<file path="src/rtl/rbd_pkg.sv">
package rbd_pkg;

  typedef enum logic [1:0] {
    SPD_SINGLE = 2'b00,
    SPD_DOUBLE = 2'b01,
    SPD_QUAD   = 2'b10
  } speed_t;

  localparam int OSR_W = 8;

  function automatic logic [OSR_W-1:0] osr_of(input speed_t m);
    case (m)
      SPD_DOUBLE: osr_of = 8'd64;
      SPD_QUAD:   osr_of = 8'd32;
      default:    osr_of = 8'd128;
    endcase
  endfunction

  function automatic speed_t decode_force(input logic [1:0] f);
    case (f)
      2'b01:   decode_force = SPD_DOUBLE;
      2'b10:   decode_force = SPD_QUAD;
      default: decode_force = SPD_SINGLE;
    endcase
  endfunction

endpackage

</file>
<file path="src/rtl/rbd_edge_sync.sv">
module rbd_edge_sync #(
  parameter int STAGES = 2
) (
  input  logic clk_i,
  input  logic rst_i,
  input  logic async_i,
  output logic rise_o
);

  logic [STAGES:0] pipe_q;

  always_ff @(posedge clk_i) begin
    if (rst_i) pipe_q <= '0;
    else       pipe_q <= {pipe_q[STAGES-1:0], async_i};
  end

  assign rise_o = pipe_q[STAGES-1] & ~pipe_q[STAGES];

  // A detected edge lasts exactly one cycle
  p_rise_pulse_r3: assert property (@(posedge clk_i) disable iff (rst_i)
    rise_o |=> !rise_o);

endmodule

</file>
<file path="src/rtl/rbd_period_meter.sv">
module rbd_period_meter #(
  parameter int TO_CYC = 100,
  parameter int CW     = 7
) (
  input  logic          clk_i,
  input  logic          rst_i,
  input  logic          rise_i,
  output logic          meas_vld_o,
  output logic [CW-1:0] period_o,
  output logic          stale_o
);

  localparam logic [CW-1:0] TO_C = CW'(TO_CYC);

  logic [CW-1:0] cnt_q;
  logic          armed_q;

  always_ff @(posedge clk_i) begin
    if (rst_i) begin
      cnt_q      <= '0;
      armed_q    <= 1'b0;
      meas_vld_o <= 1'b0;
      period_o   <= '0;
    end else begin
      meas_vld_o <= 1'b0;
      if (rise_i) begin
        if (armed_q) begin
          meas_vld_o <= 1'b1;
          period_o   <= cnt_q;
        end
        cnt_q   <= {{(CW-1){1'b0}}, 1'b1};
        armed_q <= 1'b1;
      end else if (cnt_q != TO_C) begin
        cnt_q <= cnt_q + 1'b1;
      end else begin
        armed_q <= 1'b0;
      end
    end
  end

  assign stale_o = (cnt_q == TO_C);

  p_cnt_bound_r6: assert property (@(posedge clk_i) disable iff (rst_i)
    cnt_q <= TO_C);

  // One measurement per frame edge
  p_one_meas_r5: assert property (@(posedge clk_i) disable iff (rst_i)
    meas_vld_o |=> !meas_vld_o);

  // A measurement only follows an edge seen one cycle before
  p_meas_after_edge_r8: assert property (@(posedge clk_i) disable iff (rst_i)
    $rose(meas_vld_o) |-> $past(rise_i));

endmodule

</file>
<file path="src/rtl/rbd_classifier.sv">
module rbd_classifier
  import rbd_pkg::*;
#(
  parameter int CW   = 7,
  parameter int TH_S = 40,
  parameter int TH_D = 20,
  parameter int TH_Q = 10
) (
  input  logic          clk_i,
  input  logic          rst_i,
  input  logic          meas_vld_i,
  input  logic [CW-1:0] period_i,
  input  logic          stale_i,
  output speed_t        det_mode_o,
  output logic          locked_o
);

  localparam logic [CW-1:0] TH_S_C = CW'(TH_S);
  localparam logic [CW-1:0] TH_D_C = CW'(TH_D);
  localparam logic [CW-1:0] TH_Q_C = CW'(TH_Q);

  logic   band_ok;
  speed_t band_spd;
  speed_t cand_q;
  logic   cand_ok_q;

  always_comb begin
    band_ok  = 1'b1;
    band_spd = SPD_SINGLE;
    if (period_i >= TH_S_C)      band_spd = SPD_SINGLE;
    else if (period_i >= TH_D_C) band_spd = SPD_DOUBLE;
    else if (period_i >= TH_Q_C) band_spd = SPD_QUAD;
    else                         band_ok  = 1'b0;
  end

  always_ff @(posedge clk_i) begin
    if (rst_i) begin
      cand_q     <= SPD_SINGLE;
      cand_ok_q  <= 1'b0;
      det_mode_o <= SPD_SINGLE;
      locked_o   <= 1'b0;
    end else if (stale_i) begin
      cand_ok_q <= 1'b0;
      locked_o  <= 1'b0;
    end else if (meas_vld_i) begin
      if (!band_ok) begin
        cand_ok_q <= 1'b0;
        locked_o  <= 1'b0;
      end else if (cand_ok_q && (cand_q == band_spd)) begin
        det_mode_o <= band_spd;
        locked_o   <= 1'b1;
      end else begin
        cand_q    <= band_spd;
        cand_ok_q <= 1'b1;
      end
    end
  end

  p_fast_unlocks_r4: assert property (@(posedge clk_i) disable iff (rst_i)
    (meas_vld_i && !band_ok) |=> !locked_o);

  p_hold_mode_r4: assert property (@(posedge clk_i) disable iff (rst_i)
    !meas_vld_i |=> $stable(det_mode_o));

  p_lock_from_meas_r5: assert property (@(posedge clk_i) disable iff (rst_i)
    $rose(locked_o) |-> $past(meas_vld_i));

  p_stale_unlocks_r6: assert property (@(posedge clk_i) disable iff (rst_i)
    stale_i |=> !locked_o);

endmodule

</file>
<file path="src/rtl/rate_band_detector.sv">
module rate_band_detector
  import rbd_pkg::*;
#(
  parameter int REF_HZ      = 24576000,
  parameter int SS_MAX_HZ   = 50000,
  parameter int DS_MAX_HZ   = 100000,
  parameter int QS_MAX_HZ   = 200000,
  parameter int MIN_RATE_HZ = 4000,
  parameter int SYNC_STAGES = 2
) (
  input  logic             clk_i,
  input  logic             rst_i,
  input  logic             lrck_i,
  input  logic             auto_en_i,
  input  logic [1:0]       force_mode_i,
  output logic [1:0]       mode_o,
  output logic [OSR_W-1:0] osr_o,
  output logic             lock_o
);

  localparam int TH_S   = (REF_HZ + SS_MAX_HZ - 1) / SS_MAX_HZ;
  localparam int TH_D   = (REF_HZ + DS_MAX_HZ - 1) / DS_MAX_HZ;
  localparam int TH_Q   = (REF_HZ + QS_MAX_HZ - 1) / QS_MAX_HZ;
  localparam int TO_CYC = (REF_HZ + MIN_RATE_HZ - 1) / MIN_RATE_HZ;
  localparam int CW     = $clog2(TO_CYC + 1);

  logic          rise;
  logic          meas_vld;
  logic [CW-1:0] period;
  logic          stale;
  speed_t        det_mode;
  logic          det_locked;
  speed_t        sel_mode;

  rbd_edge_sync #(.STAGES(SYNC_STAGES)) u_sync (
    .clk_i   (clk_i),
    .rst_i   (rst_i),
    .async_i (lrck_i),
    .rise_o  (rise)
  );

  rbd_period_meter #(.TO_CYC(TO_CYC), .CW(CW)) u_meter (
    .clk_i      (clk_i),
    .rst_i      (rst_i),
    .rise_i     (rise),
    .meas_vld_o (meas_vld),
    .period_o   (period),
    .stale_o    (stale)
  );

  rbd_classifier #(.CW(CW), .TH_S(TH_S), .TH_D(TH_D), .TH_Q(TH_Q)) u_class (
    .clk_i      (clk_i),
    .rst_i      (rst_i),
    .meas_vld_i (meas_vld),
    .period_i   (period),
    .stale_i    (stale),
    .det_mode_o (det_mode),
    .locked_o   (det_locked)
  );

  assign sel_mode = auto_en_i ? det_mode : decode_force(force_mode_i);

  always_ff @(posedge clk_i) begin
    if (rst_i) begin
      mode_o <= SPD_SINGLE;
      osr_o  <= 8'd128;
      lock_o <= 1'b0;
    end else begin
      mode_o <= sel_mode;
      osr_o  <= osr_of(sel_mode);
      lock_o <= det_locked;
    end
  end

  p_legal_code_r2: assert property (@(posedge clk_i) disable iff (rst_i)
    mode_o != 2'b11);

  p_osr_tracks_r2: assert property (@(posedge clk_i) disable iff (rst_i)
    osr_o == ((mode_o == 2'b01) ? 8'd64 : (mode_o == 2'b10) ? 8'd32 : 8'd128));

  p_force_path_r7: assert property (@(posedge clk_i) disable iff (rst_i)
    (!$past(rst_i) && !$past(auto_en_i)) |->
      (mode_o == (($past(force_mode_i) == 2'b11) ? 2'b00 : $past(force_mode_i))));

  p_lock_follows_r7: assert property (@(posedge clk_i) disable iff (rst_i)
    !$past(rst_i) |-> (lock_o == $past(det_locked)));

endmodule

</file>
<file path="config.mk">
export PLATFORM = sky130hd
export DESIGN_NAME = rate_band_detector
export DESIGN_NICKNAME = d
export VERILOG_FILES = /design/src/rtl/rbd_pkg.sv /design/src/rtl/rbd_edge_sync.sv /design/src/rtl/rbd_period_meter.sv /design/src/rtl/rbd_classifier.sv /design/src/rtl/rate_band_detector.sv
export SDC_FILE = /design/constraint.sdc
export NUM_CORES = 1
export LEC_CHECK = 0
export ABC_AREA = 1
export CAP_MARGIN = 10
export CORE_MARGIN = 2
export CORE_UTILIZATION = 55
export CTS_CLUSTER_DIAMETER = 40
export DETAILED_ROUTE_END_ITERATION = 7
export DONT_BUFFER_PORTS = 1
export PLACE_DENSITY = 0.71
export SYNTH_ARGS = -nofsm -noshare
export SYNTH_HDL_FRONTEND = slang
export SYNTH_SLANG_ARGS = --single-unit
export TNS_END_PERCENT = 10
</file>
<file path="constraint.sdc">
create_clock -name clk_i -period 1.7 [get_ports clk_i]
set_input_delay 0.17 -clock clk_i [delete_from_list [all_inputs] [get_ports clk_i]]
set_output_delay 0.17 -clock clk_i [all_outputs]
set_load 0.01 [all_outputs]
</file>
## After elaboration in Yosys (flattened, before gate mapping)

Cells that the tools add are included.

- Input bits: 6
- Output and inout port bits: 11
- Bits in registers: 48
- Logic and storage cells: 60

- Bitwise gates (word level): 5
- Add/subtract/negate cells: 1
- Equal/unequal tests: 10
- Reductions and logical operators: 10
- $lt $le $gt $ge: 3
- Multiplexer cells: 18

Operators with widths:

| kind | number |
|---|---|
| $pmux 8 s2 | 1 |
| $add 13x1->13 const B | 1 |
| $eq 13x13->1 const B | 1 |
| $ge 13x7->1 const B | 1 |
| $ge 13x8->1 const B | 1 |
| $ge 13x9->1 const B | 1 |
| $ne 13x13->1 const B | 1 |
| $mux 1 | 12 |
| $mux 2 | 4 |
| $reduce_and 4->1 | 2 |
| $ne 2x2->1 const B | 3 |
| $reduce_and 2->1 | 3 |
| $reduce_or 2->1 | 3 |
| $eq 2x1->1 const B | 2 |
| $eq 2x2->1 const B | 2 |
| $not 1->1 | 4 |
| $pmux 2 s2 | 1 |
| $eq 2x2->1 | 1 |
| $reduce_bool 2->1 | 1 |
| $and 1x1->1 | 1 |
| $logic_and 1x1->1 | 1 |

## Logic depth before layout (Yosys ltp)

- Depth after elaboration: 8
- Gate-level depth with buffers: 12
- Mapped depth without buffers: 12

## By module

Synthesis repeated with hierarchy kept, for this count alone.

- Cells, all modules: 269
- Area, all modules: 2021.9 sq um

By module, submodules not included:

| module | sequential area each (sq um) | instances | area each (sq um) | cells each |
|---|---|---|---|---|
| rbd_period_meter | 560.5 | 1 | 1196.1 | 155 |
| rbd_classifier | 120.1 | 1 | 457.9 | 70 |
| rate_band_detector | 120.1 | 1 | 281.5 | 34 |
| rbd_edge_sync | 60.1 | 1 | 86.3 | 10 |

## Least setup slack after synthesis

No wires, ideal clock.

- Path type: reg-to-reg
- From: register u_meter.cnt_q[0]
- To: register u_class.det_mode_o[1]
- Slack: 312 ps
- Buffers on the path: 0
- Data arrival time: 1272 ps
- Cell stages (with the launch flop): 11
- Required time: 1584 ps
- Library setup time: 116 ps
- Clock period less this slack: 1388 ps
- Cell sequence: dfxtp_1 -> inv_1 -> ha_1 -> nand2_1 -> nor3_1 -> nand2_1 -> nand2_1 -> nor2_4 -> nand2_1 -> o21ai_0 -> nor2_1

- Word-level cells in the longest chain between the ends: 3

Ends and longest elaborated chain:

| what | RTL line | source |
|---|---|---|
| start: declaration | rbd_period_meter.sv:15 | `logic [CW-1:0] cnt_q;` |
| start signal: assignment | rbd_period_meter.sv:31 | `cnt_q <= {{(CW-1){1'b0}}, 1'b1};` |
| start signal: assignment | rbd_period_meter.sv:34 | `cnt_q <= cnt_q + 1'b1;` |
| $eq 13x13->1 | rbd_period_meter.sv:41 | `assign stale_o = (cnt_q == TO_C);` |
| $not 1->1 (no source line) | -- |  |
| $reduce_and 4->1 (no source line) | -- |  |
| end signal: assignment | rbd_classifier.sv:50 | `det_mode_o <= band_spd;` |
| end: declaration | rbd_classifier.sv:14 | `output speed_t det_mode_o,` |

No other way between the ends.
A chain may end at the register's enable or synchronous reset.

## Worst setup path after layout

- From: register u_meter.cnt_q[0]
- To: register u_class.cand_q[1]

- Word-level cells in the longest chain between the ends: 3

Ends and longest elaborated chain:

| what | RTL line | source |
|---|---|---|
| $eq 13x13->1 | rbd_period_meter.sv:41 |  |
| $not 1->1 (no source line) | -- |  |
| $reduce_and 4->1 (no source line) | -- |  |
| end signal: assignment | rbd_classifier.sv:53 | `cand_q <= band_spd;` |
| end: declaration | rbd_classifier.sv:24 | `speed_t cand_q;` |

No other way between the ends.

==> impl_metrics.ini <==
[detailed_routing]
vias = 1578
avgViaCountPerCell = 4.98
wl_mm = 3.43
antenna_left = 0
drc = 0
wl_per_cell_um = 10.8
first_iter_violations = 82
firstDrtPassIters = 5

[critical_path]
crit_type = reg2reg
r2r_slack_ns = 0.21
r2r_end = u_class.cand_q[1]$_SDFFE_PP0P_
r2r-start = u_meter.cnt_q[0]$_SDFFE_PP0P_
cp-start-kind = register
path_cells = inv_1 -> ha_1 -> nand2_1 -> nor3_1 -> nand2_1 -> nand2_1 -> nor2_4 -> nand2_1 -> o21ai_0 -> nor2_1
required_ns = 1.91
ff2ff_path_depth = 10
cp_slowest_cell = dfxtp_4
slowest_delay_ns = 0.39
crit_top_cell = nand2_1
end_kind = register
cp.arrival_ns = 1.70
worstPathMaxFanout = 6

[clock_network]
cts_made_buffers = 5
cts_tree = done
cts_root_buffer = clkbuf_4
clock_latency_ns = 0.35
clock-sinks = 43
clk_pin_slew_ns = 0.12
cts.path.max_buffers = 2
htreeDepth = 2

[logic_synthesis]
synthTopCellsByArea = dfxtp_1, nand2_1, a21oi_1
syn_inst = 264
synth_cell_types = 24
yosys_warnings = 0
synth_top_area_frac = 0.456
syn_avg_cell_area_um2 = 7.15
synth_edf_count = 0
seq_area_frac_synth = 0.456
synth_flop_cell = dfxtp_1
synth_top_area_cell = dfxtp_1
synthArstFlopShare = 0
synth_seq_cells = 43
synth_area_um2 = 1890

[hold_path]
holdPathStages = 3
hold_start = rst_i
hold_path_class = in2reg
hold_path_end = u_class.det_mode_o[0]$_SDFFE_PP0P_

[pwr]
ir_drop_uv = 425
combinationalPowerShare = 0.054
powerDensity_nw_per_um2 = 807
clkPwrFrac = 0.309
intPower_mw = 1.25
switching_share = 0.236
seqPwrFrac = 0.637
p_switching_mw = 0.384
p_leak_nw = 0.790

[sta]
setup_slack_ns = 0.210
hold_viol_final = 0
skew_ns = 0.0119
fin_crit_ns = 1.49
finalSetupViolations = 0
whs_ns = 0.0399
period_share = 0.877
slew_viol_final = 0
slew_headroom = 0.434
clock.fmax_ghz = 0.671
tightest_slew_ns = 0.846
tns_ns = 0

[grt]
antenna_found_initial = 0
grt_pass1_vias = 1392
track_usage = 0.196
grt_pass1_wl_mm = 6.06
grt_max_degree = 24
overflow = 0

[run_status]
status = finished clean

[placed_design]
place_ws_ns = 0.152
place_congestion = 0.845
hpwlAfterDp_mm = 2.51
portBuffers = 0

[layout]
mostFrequentLayoutCells = nand2_1, dfxtp_1, inv_1
nets = 281
syn_to_final_growth_pct = 6.96
layout-drive-gt1-share = 0.0959
antenna_cells = 0
fin_util = 0.610
fillCellCount = 336
final_common_cell = nand2_1

[floorplanning]
io_pins = 17
fp.dieH_um = 62.6
dieArea_um2 = 3920
die_w_um = 62.6
start_util = 0.570
core_um2 = 3310
num_rows = 21

[flow_run]
cap_violations = 0
[registers in the layout, summed over array words and instances (netlist names), 2 cells and up]
| register | flops |
|---|---|
| u_meter.period_o | 13 |
| u_class.det_mode_o | 2 |
| mode_o | 2 |
| u_meter.cnt_q | 13 |
| u_class.cand_q | 2 |
| osr_o | 3 |
| u_sync.pipe_q | 3 |
[per-layer routing]
layer	up-vias	wire length (um)	GRT usage
met2	40	1510	0.309
met3	6	185	0.0595
met4	0	62	0.0833
li1	844	-	-
met1	688	1660	0.250
met5	-	0	0
[cell families (layout without fill, tap and decap cells)]
logic type      count (synthesis)  count (layout)  share of synthesized area
simple gates                  122             122                      0.287
buf+inv                        50              53                      0.109
compound gates                 44              44                      0.119
flops                          43              43                      0.456
fa+ha+maj                       4               4                     0.0265
other cells                     1               5                    0.00199
[Yosys cell counts (3+ instances only)]
master / n
a21oi_1: 27
buf_4: 5
clkbuf_1: 6
dfxtp_1: 43
ha_1: 4
inv_1: 36
inv_2: 3
nand2_1: 52
nand2_2: 3
nand3_1: 20
nand4_1: 3
nor2_1: 32
nor3_1: 4
o21ai_0: 15
[per-stage QoR]
stage          area (um2)  total power [mW]  instances
2_1_floorplan        1900              1.13        268
3_3_place_gp         1930              1.13        307
3_5_place_dp         1930              1.14        307
4_1_cts              2010              1.65        316
5_1_grt              2020              1.70        317
6_report             2020              1.63        317
[cell type report]
| cell class | count | area, um2 | share of cell area |
|---|---|---|---|
| sequential | 43 | 866 | 0.429 |
| inverter | 39 | 146 | 0.0725 |
| timing repair buffer | 7 | 57.6 | 0.0285 |
| clock inverter | 1 | 5.00 | 0.00248 |
| multi-input combinational | 175 | 835 | 0.414 |
| tap | 46 | 57.6 | 0.0285 |
| clock buffer | 6 | 51.3 | 0.0254 |
[repair_timing]
| action | in CTS | in global routing |
|---|---|---|
| gates resized for setup | 0 | 4 |
| setup endpoints to repair | 0 | 3 |
| buffers inserted | 0 | 1 |
| endpoints found under the hold margin | 24 | 0 |
| hold buffers | 2 | 0 |
[worst max-delay path by stage]
stage,from,end,slack [ns]
floorplan,u_meter.cnt_q[0]$_SDFFE_PP0P_,u_class.det_mode_o[1]$_SDFFE_PP0P_,0.31
global placement,u_meter.cnt_q[0]$_SDFFE_PP0P_,u_class.det_mode_o[1]$_SDFFE_PP0P_,0.18
detailed placement,u_meter.cnt_q[0]$_SDFFE_PP0P_,u_class.det_mode_o[1]$_SDFFE_PP0P_,0.15
CTS,u_meter.cnt_q[0]$_SDFFE_PP0P_,u_class.det_mode_o[1]$_SDFFE_PP0P_,0.15
global route,u_meter.cnt_q[1]$_SDFFE_PP0N_,u_class.det_mode_o[1]$_SDFFE_PP0P_,-0.01
finish,u_meter.cnt_q[0]$_SDFFE_PP0P_,u_class.cand_q[1]$_SDFFE_PP0P_,0.21
[critical path, delay by kind of cell (launching register included)]
| kind | cells | cell delay, ns |
|---|---|---|
| compound gates | 1 | 0.08 |
| fa+ha+maj | 1 | 0.20 |
| buf+inv | 1 | 0.06 |
| flops | 1 | 0.39 |
| simple gates | 7 | 0.64 |
[power by group through the flow]
stage	registers, mW	logic [mW]	clock network (mW)
finish	1.04	0.0886	0.503
global route	1.04	0.106	0.554
detailed placement	1.06	0.0763	0
floorplan	1.06	0.0745	0
global placement	1.06	0.0754	0
CTS	1.04	0.0882	0.524
Note: power is estimated with default switching activity, not from simulation.
